$ cat config.mk
export PLATFORM = sky130hd
export DESIGN_NAME = match_out_stage
export DESIGN_NICKNAME = d
export VERILOG_FILES = /design/src/rtl/match_out_pkg.sv /design/src/rtl/match_act_cfg.sv /design/src/rtl/match_pin_cell.sv /design/src/rtl/match_dma_req.sv /design/src/rtl/match_out_stage.sv
export SDC_FILE = /design/constraint.sdc
export NUM_CORES = 1
export LEC_CHECK = 0
export BUFFER_PORTS_ARGS = -buffer_cell sky130_fd_sc_hd__buf_4
export CAP_MARGIN = 20
export CORE_MARGIN = 1
export CORE_UTILIZATION = 30
export DETAILED_ROUTE_END_ITERATION = 7
export MAX_ROUTING_LAYER = met4
export SLEW_MARGIN = 30
export SYNTH_ARGS = -nofsm -noshare
export SYNTH_HDL_FRONTEND = slang
export SYNTH_SLANG_ARGS = --single-unit
$ cat constraint.sdc
create_clock -name clk -period 1.45 [get_ports clk]
set_input_delay 0.2175 -clock clk [delete_from_list [all_inputs] [get_ports clk]]
set_output_delay 0.2175 -clock clk [all_outputs]
set_load 0.02 [all_outputs]
$ cat src/rtl/match_out_pkg.sv
package match_out_pkg;

    typedef enum logic [1:0] {
        ACT_HOLD   = 2'd0,
        ACT_LOW    = 2'd1,
        ACT_HIGH   = 2'd2,
        ACT_INVERT = 2'd3
    } match_act_t;

    localparam int ACT_W = 2;

    // Level that a match pulse produces from the current level
    function automatic logic apply_act(input match_act_t act, input logic cur);
        logic res;
        case (act)
            ACT_LOW:    res = 1'b0;
            ACT_HIGH:   res = 1'b1;
            ACT_INVERT: res = ~cur;
            default:    res = cur;
        endcase
        return res;
    endfunction

endpackage

$ cat src/rtl/match_act_cfg.sv
module match_act_cfg
    import match_out_pkg::*;
#(
    parameter int NUM_OUT = 4,
    localparam int CFG_W  = NUM_OUT * ACT_W
) (
    input  logic             clk,
    input  logic             rst,
    input  logic             wr,
    input  logic [CFG_W-1:0] wdata,
    output logic [CFG_W-1:0] cfg_q
);

    always_ff @(posedge clk) begin
        if (rst)
            cfg_q <= '0;
        else if (wr)
            cfg_q <= wdata;
    end


    cfg_load_chk: assert property (@(posedge clk) disable iff (rst)
        wr |=> cfg_q == $past(wdata));


    cfg_keep_chk: assert property (@(posedge clk) disable iff (rst)
        !wr |=> $stable(cfg_q));

endmodule

$ cat src/rtl/match_pin_cell.sv
module match_pin_cell
    import match_out_pkg::*;
(
    input  logic       clk,
    input  logic       rst,
    input  logic       match,
    input  match_act_t act,
    input  logic       load,
    input  logic       load_val,
    output logic       pin_q,
    output logic       pin_nxt
);

    always_comb begin
        if (load)
            pin_nxt = load_val;
        else if (match)
            pin_nxt = apply_act(act, pin_q);
        else
            pin_nxt = pin_q;
    end

    always_ff @(posedge clk) begin
        if (rst)
            pin_q <= 1'b0;
        else
            pin_q <= pin_nxt;
    end


    act_low_chk: assert property (@(posedge clk) disable iff (rst)
        (match && !load && act == ACT_LOW) |=> !pin_q);


    act_high_chk: assert property (@(posedge clk) disable iff (rst)
        (match && !load && act == ACT_HIGH) |=> pin_q);


    act_inv_chk: assert property (@(posedge clk) disable iff (rst)
        (match && !load && act == ACT_INVERT) |=> pin_q != $past(pin_q));


    idle_hold_chk: assert property (@(posedge clk) disable iff (rst)
        (!match && !load) |=> $stable(pin_q));


    load_wins_chk: assert property (@(posedge clk) disable iff (rst)
        load |=> pin_q == $past(load_val));

endmodule

$ cat src/rtl/match_dma_req.sv
module match_dma_req (
    input  logic clk,
    input  logic rst,
    input  logic pin_q,
    input  logic pin_nxt,
    input  logic clr,
    output logic req
);

    logic rise;
    assign rise = pin_nxt & ~pin_q;

    always_ff @(posedge clk) begin
        if (rst)
            req <= 1'b0;
        else if (rise)
            req <= 1'b1;
        else if (clr)
            req <= 1'b0;
    end


    req_set_chk: assert property (@(posedge clk) disable iff (rst)
        rise |=> req && pin_q);


    req_hold_chk: assert property (@(posedge clk) disable iff (rst)
        (req && !clr) |=> req);


    req_clear_chk: assert property (@(posedge clk) disable iff (rst)
        (clr && !rise) |=> !req);


    req_no_spur_chk: assert property (@(posedge clk) disable iff (rst)
        (!req && !rise) |=> !req);

endmodule

$ cat src/rtl/match_out_stage.sv
module match_out_stage
    import match_out_pkg::*;
#(
    parameter int NUM_OUT = 4,
    parameter int NUM_DMA = 2,
    localparam int CFG_W  = NUM_OUT * ACT_W
) (
    input  logic               clk,
    input  logic               rst,
    input  logic [NUM_OUT-1:0] match_pulse,
    input  logic               action_wr,
    input  logic [CFG_W-1:0]   action_wdata,
    input  logic               level_wr,
    input  logic [NUM_OUT-1:0] level_wdata,
    input  logic [NUM_DMA-1:0] flag_clr,
    output logic [NUM_OUT-1:0] pin_out,
    output logic [CFG_W-1:0]   action_rd,
    output logic [NUM_DMA-1:0] dma_req
);

    logic [CFG_W-1:0]   cfg_q;
    logic [NUM_OUT-1:0] pin_nxt;

    match_act_cfg #(.NUM_OUT(NUM_OUT)) u_cfg (
        .clk   (clk),
        .rst   (rst),
        .wr    (action_wr),
        .wdata (action_wdata),
        .cfg_q (cfg_q)
    );

    assign action_rd = cfg_q;

    for (genvar i = 0; i < NUM_OUT; i++) begin : g_pin
        match_pin_cell u_cell (
            .clk      (clk),
            .rst      (rst),
            .match    (match_pulse[i]),
            .act      (match_act_t'(cfg_q[i*ACT_W +: ACT_W])),
            .load     (level_wr),
            .load_val (level_wdata[i]),
            .pin_q    (pin_out[i]),
            .pin_nxt  (pin_nxt[i])
        );
    end

    for (genvar j = 0; j < NUM_DMA; j++) begin : g_dma
        match_dma_req u_req (
            .clk     (clk),
            .rst     (rst),
            .pin_q   (pin_out[j]),
            .pin_nxt (pin_nxt[j]),
            .clr     (flag_clr[j]),
            .req     (dma_req[j])
        );
    end


    rst_clear_chk: assert property (@(posedge clk)
        rst |=> (pin_out == '0 && dma_req == '0 && action_rd == '0));


    rise_beats_clr_chk: assert property (@(posedge clk) disable iff (rst)
        (flag_clr[0] && pin_nxt[0] && !pin_out[0]) |=> dma_req[0]);

endmodule

==> summary.txt, run 1 <==
Placed design
  – GP Congestion: 0.6841
  – Worst slack, placed: 4.078 ps
  – Half-perimeter wire length after placement: 1.112 mm
  – Port-buffer cells: 35

Detailed routing
  – Final ANT Viol Nets: 0
  – Iter 0 DRT Violations: 4
  – Via density: 4.618
  – Vias: 628
  – Wirelength per Cell: 10.87 µm
  – DRT Pass-1 Iters: 4
  – DR DRC count: 0
  – Final WL: 1.478 mm

Die
  – Initial Utilization: 32.21%
  – I/O pin cnt: 36
  – Row count: 17
  – Core Region: 0.002233 mm²
  – Chip height: 50.97 µm
  – Die area: 0.002598 mm²
  – Die width: 50.97 µm

Logic synthesis
  – Post-synthesis sequential area ratio: 38.96%
  – Yosys top cell area share: 38.96%
  – Post-synthesis register bit count: 14
  – Most frequent cells after synthesis: dfxtp_1, nor2_1, mux2i_1
  – Most instantiated library cell after synthesis: dfxtp_1
  – Post-synth EDFFs: 0
  – Count of cell types in the netlist: 18
  – Gate Count Post-Synth: 77
  – Top_reg_cell synth: dfxtp_1
  – Synth area leaders: dfxtp_1, mux2i_1, ha_1
  – Post-Synthesis Net Count: 103
  – Cell taking the most area after synthesis: dfxtp_1
  – Post-Syn Area: 719.4 µm²
  – Avg Cell Area, Syn: 9.343 µm²
  – Async S/R FF share, synth: 0%
  – Syn. warnings: 0

GRT
  – Vias in the first global route: 571
  – Largest net degree at the start of global routing: 17
  – Gr ovfl total: 0
  – Initial antenna violation count: 0
  – Gr usage total: 12.86%
  – First-pass GRT wire length: 2.359 mm

STA
  – # setup viols final: 0
  – Final period utilization: 96.32%
  – RSZ-0062 raised after global routing: no
  – Hold Worst Slack: 138.4 ps
  – Final worst slack: 53.34 ps
  – Final min period: 1397 ps
  – Setup TNS: 0 ps
  – Final hold vios: 0
  – Max-slew violation count: 0
  – Max Freq: 0.7160 GHz
  – Max_slew headroom: 77.41%
  – Worst slew pin tran: 338.0 ps
  – Clock skew: 5.628 ps

Setup path
  – Crit path DAT: 1570 ps
  – CP required: 1620 ps
  – Critical path's top delay family: compound AO/OA/AOI/OAI gates
  – Sum of buffers and inverters on the critical path: 1
  – Reg2Reg Depth: 5
  – Slowest stage delay, CP: 350 ps
  – Crit end category: flop
  – CP Class: reg -> reg
  – CP startpoint kind: flop
  – Crit-path max FO: 2
  – Slowest stage cell, crit path: dfxtp_4
  – Crit-path cells: inv_1, ha_4, nor2b_1, o311a_1, a211o_1
  – Stages on the worst setup path: 5

Power and ir drop
  – Total power: 0.9169 mW
  – Leakage: 0.5063 nW
  – Max VDD drop: 410.1 µV
  – Power per Cell Area: 877.7 mW/mm²

Finish
  – Nets@finish: 135
  – Share of cells above drive strength 1: 44.44%
  – Fill cells: 223
  – Diode count: 0
  – Core Util, Final: 46.78%
  – Area grow syn2layout: 45.22%

Clock network
  – Max clock buf depth: 2
  – Clk_lat worst skew: 280 ps
  – Clock Sinks: 14
  – Clock transition at the registers of the reported paths: 80 ps
  – CTS tree: yes
  – Clock Tree Root: clkbuf_4
  – Hold-fix buffers at CTS: 0
  – H-tree Lvls: 1
  – Num CTS Buffers: 3

Run status
  – Status: completed

Hold path
  – Hold Crit Class: in -> reg
  – Hold Crit Depth: 2

Job
  – Number of max-cap violations: 0
==> kinds of logic after synthesis <==
logic type / count (synthesis) / synth area share (%)
and+or+nand+nor: 22 / 15.65
AOI/OAI and AO/OA: 16 / 17.04
DFF: 14 / 38.96
buffers and inverters: 13 / 10.26
muxes: 8 / 11.13
adders and majority gates: 4 / 6.957
==> where the power goes <==
part | internal (mW) | switching [mW]
Sequential | 0.408 | 0.0213
Clock | 0.153 | 0.131
Combinational | 0.114 | 0.0903
Total | 0.674 | 0.243
==> path summary, 6_finish.rpt <==
kind,endpoint,slack [ps],startpoint
min reg2reg,g_dma[0].u_req.req$_SDFFE_PP0P_,480,g_dma[0].u_req.req$_SDFFE_PP0P_
min,g_pin[3].u_cell.pin_q$_SDFFE_PP0P_,140,level_wdata[3]
max,g_pin[2].u_cell.pin_q$_SDFFE_PP0P_,50,u_cfg.cfg_q[4]$_SDFFE_PP0P_
max reg2reg,g_pin[2].u_cell.pin_q$_SDFFE_PP0P_,50,u_cfg.cfg_q[4]$_SDFFE_PP0P_
==> cell usage in the layout, fill, tap and decap left out <==
| cell type | n |
|---|---|
| a21oi_1 | 6 |
| inv_1 | 3 |
| a211o_1 | 2 |
| ha_1 | 2 |
| ha_4 | 2 |
| mux2i_1 | 8 |
| a21o_1 | 2 |
| dfxtp_2 | 2 |
| nor2b_4 | 1 |
| buf_4 | 36 |
| a311o_1 | 2 |
| clkbuf_8 | 1 |
| a2111oi_1 | 2 |
| o311a_1 | 2 |
| nand3b_1 | 2 |
| dfxtp_1 | 10 |
| inv_2 | 1 |
| nand2_1 | 2 |
| nand2b_1 | 6 |
| nor2b_1 | 2 |
| clkbuf_4 | 3 |
| dfxtp_4 | 2 |
| nor2_1 | 9 |
==> area by class of cell <==
cell class              count  area (µm²)  area share (%)
inverters                   4       15.01           1.437
clock buffers               4       36.28           3.473
multi-input cells          50       397.9           38.08
flip-flops and latches     14       290.3           27.78
well taps                  28       35.03           3.353
repair buffers             36       270.3           25.87
==> registers in the layout, summed over array words and instances, names as in the netlist <==
name                count
u_cfg.cfg_q             8
g_pin.u_cell.pin_q      4
g_dma.u_req.req         2
==> layer usage <==
layer / global-route usage (%) / share of wire [%] / up-vias / wire (µm)
met4: 8.333 / 0.81 / 0 / 12
met1: 14.95 / 47 / 276 / 696
met5: - / 0 / - / 0
met3: 3.869 / 6.6 / 2 / 97
li1: - / - / 326 / -
met2: 19.08 / 45 / 24 / 671
==> per-stage QoR <==
stage	instances	area, µm²
6_report	136	1045
2_1_floorplan	77	729.5
5_1_grt	136	1045
4_1_cts	136	1012
3_5_place_dp	131	968.4
3_3_place_gp	131	968.4
==> repair_timing <==
| item | in CTS | in global routing |
|---|---|---|
| resized for setup | 0 | 5 |
| endpoints found under the setup margin | 1 | 2 |
| pin swaps | 0 | 3 |
| setup buffers | 1 | 0 |
| hold endpoints to repair | 0 | 0 |
| cloned | 0 | 0 |
Note: power is estimated with default switching activity, not from simulation.
==> run 2: changes to the inputs <==
clock period = 1.62 ns   (was 1.45 ns; I/O delays follow)
==> run 2 against run 1 <==
Effect of this change: sequential share of layout area rose by 0.39 points; largest power group unchanged; non-clock buffer count fell by 1; global-route usage rose by 0.46 points; critical path type unchanged.
==> summary.txt, run 2 (same netlist as run 1, synthesis figures left out) <==
Placed design
  – Half-perimeter wire length after placement: 1.183 mm
  – Port-buffer cells: 35
  – Worst slack, placed: 85.98 ps
  – Dpl cell area: 958.4 µm²
  – Total placed cells including tap cells: 131
  – GP Congestion: 0.7241

Detailed routing
  – DR DRC count: 0
  – Wirelength per Cell: 11.45 µm
  – Final ANT Viol Nets: 0
  – Vias: 645
  – Final WL: 1.546 mm
  – Via density: 4.778
  – Iter 0 DRT Violations: 4
  – DRT Pass-1 Iters: 3

GRT
  – Initial antenna violation count: 0
  – Largest net degree at the start of global routing: 17
  – Vias in the first global route: 579
  – Gr usage total: 13.32%
  – Gr ovfl total: 0
  – First-pass GRT wire length: 2.463 mm

Clock network
  – Post_cts resized: 0
  – CTS tree: yes
  – Clock Sinks: 14
  – Clock Tree Root: clkbuf_4
  – Clk_lat worst skew: 280 ps
  – H-tree Lvls: 1
  – Num CTS Buffers: 3
  – Clock transition at the registers of the reported paths: 80 ps
  – Hold-fix buffers at CTS: 0
  – Max clock buf depth: 2
  – Postcts setup bufs: 0

STA
  – Final min period: 1543 ps
  – Worst slew pin tran: 379.6 ps
  – Final worst slack: 76.54 ps
  – Max-slew violation count: 0
  – Max_slew headroom: 74.63%
  – Max Freq: 0.6479 GHz
  – RSZ-0062 raised after global routing: no
  – Clock skew: 1.046 ps
  – # setup viols final: 0
  – Final hold vios: 0
  – Setup TNS: 0 ps
  – Hold Worst Slack: 165.1 ps
  – Final period utilization: 95.28%

Setup path
  – RR Endpoint: g_pin[2].u_cell.pin_q$_SDFFE_PP0P_
  – Worst reg2reg startpoint: u_cfg.cfg_q[4]$_SDFFE_PP0P_
  – Slowest stage delay, CP: 390 ps
  – CP Class: reg -> reg
  – CP required: 1790 ps
  – Slowest stage cell, crit path: dfxtp_1
  – Crit-path cells: inv_1, ha_1, nor2b_1, o311a_1, a211o_1
  – Crit path launch: u_cfg.cfg_q[4]$_SDFFE_PP0P_
  – End of the critical path: g_pin[2].u_cell.pin_q$_SDFFE_PP0P_
  – Crit end category: flop
  – Crit path DAT: 1720 ps
  – Flop2flop setup slack: 80 ps
  – CP startpoint kind: flop
  – Reg2Reg Depth: 5
  – Crit-path max FO: 4

Die
  – Initial Utilization: 32.21%
  – Core Region: 0.002233 mm²
  – Row count: 17
  – Die area: 0.002598 mm²
  – Chip height: 50.97 µm
  – I/O pin cnt: 36
  – Die width: 50.97 µm

Job
  – Number of max-cap violations: 0

Finish
  – Diode count: 0
  – Flip-flop and latch area: 280.3 µm²
  – Core Util, Final: 44.54%
  – Max reg flops: 8
  – Final Instance Area: 994.7 µm²
  – Area of the multi-input gates: 365.4 µm²
  – Most frequent cells in the layout: buf_4, dfxtp_1, nor2_1
  – Fill cells: 232
  – Top reg by flops: u_cfg.cfg_q
  – Area grow syn2layout: 38.26%
  – Nets@finish: 134
  – Non-filler instance count after layout: 135
  – Commonest non-fill, non-tap cell in the layout: buf_4
  – Largest regs: u_cfg.cfg_q x8, g_pin.u_cell.pin_q x4, g_dma.u_req.req x2
  – Share of cells above drive strength 1: 36.45%

Power and ir drop
  – Max VDD drop: 551.4 µV
  – Leakage: 0.4901 nW
  – Power per Cell Area: 809.3 mW/mm²
  – Total power: 0.8050 mW

Hold path
  – Hold Crit Class: in -> reg
  – Hold Crit Depth: 2

Run status
  – Status: completed
## run 2: changes by cell type in the layout (fill, tap and decap cells not counted)
cell and change:
buf_4 -1, ha_1 +2, ha_4 -2, nor2b_1 +1, inv_1 +1, inv_2 -1, dfxtp_1 +4, dfxtp_2 -2
dfxtp_4 -2, nor2b_4 -1
## run 2: report_power, final
group	leakage (nW)	switching [mW]	internal, mW	total, mW
Clock	0.0210	0.112	0.137	0.249
Sequential	0.116	0.0185	0.366	0.384
Combinational	0.354	0.0790	0.0930	0.172
## run 2: worst min-delay path by stage
stage | startpoint | end | slack, ps
2_1_floorplan | rst | g_dma[0].u_req.req$_SDFFE_PP0P_ | 310
3_3_place_gp | level_wdata[3] | g_pin[3].u_cell.pin_q$_SDFFE_PP0P_ | 450
3_5_place_dp | level_wdata[3] | g_pin[3].u_cell.pin_q$_SDFFE_PP0P_ | 460
4_1_cts | level_wdata[3] | g_pin[3].u_cell.pin_q$_SDFFE_PP0P_ | 150
5_1_grt | level_wdata[2] | g_pin[2].u_cell.pin_q$_SDFFE_PP0P_ | 160
6_report | level_wdata[3] | g_pin[3].u_cell.pin_q$_SDFFE_PP0P_ | 170
## run 2: cell type report
type	instances	area share, %
timing repair buffer	35	26.42
tap	28	3.522
multi-input combinational	50	36.73
sequential	14	28.18
inverter	4	1.509
clock buffer	4	3.648
## run 2: critical path: cells and delay by family (launching register included)
kind / cells / cell delay (ps)
simple gates: 1 / 140
flops: 1 / 390
compound gates: 2 / 540
buf+inv: 1 / 70
fa+ha+maj: 1 / 300
## run 2: metal layers
layer  GRT usage, %  routed length, µm  up-vias  share of wire, %
met5              -                  0        -                 0
met4          4.167                  9        0              0.58
met3          5.357                 97        2               6.3
met2          20.39                725       21                47
met1          15.91                713      297                46
li1               -                  -      325                 -
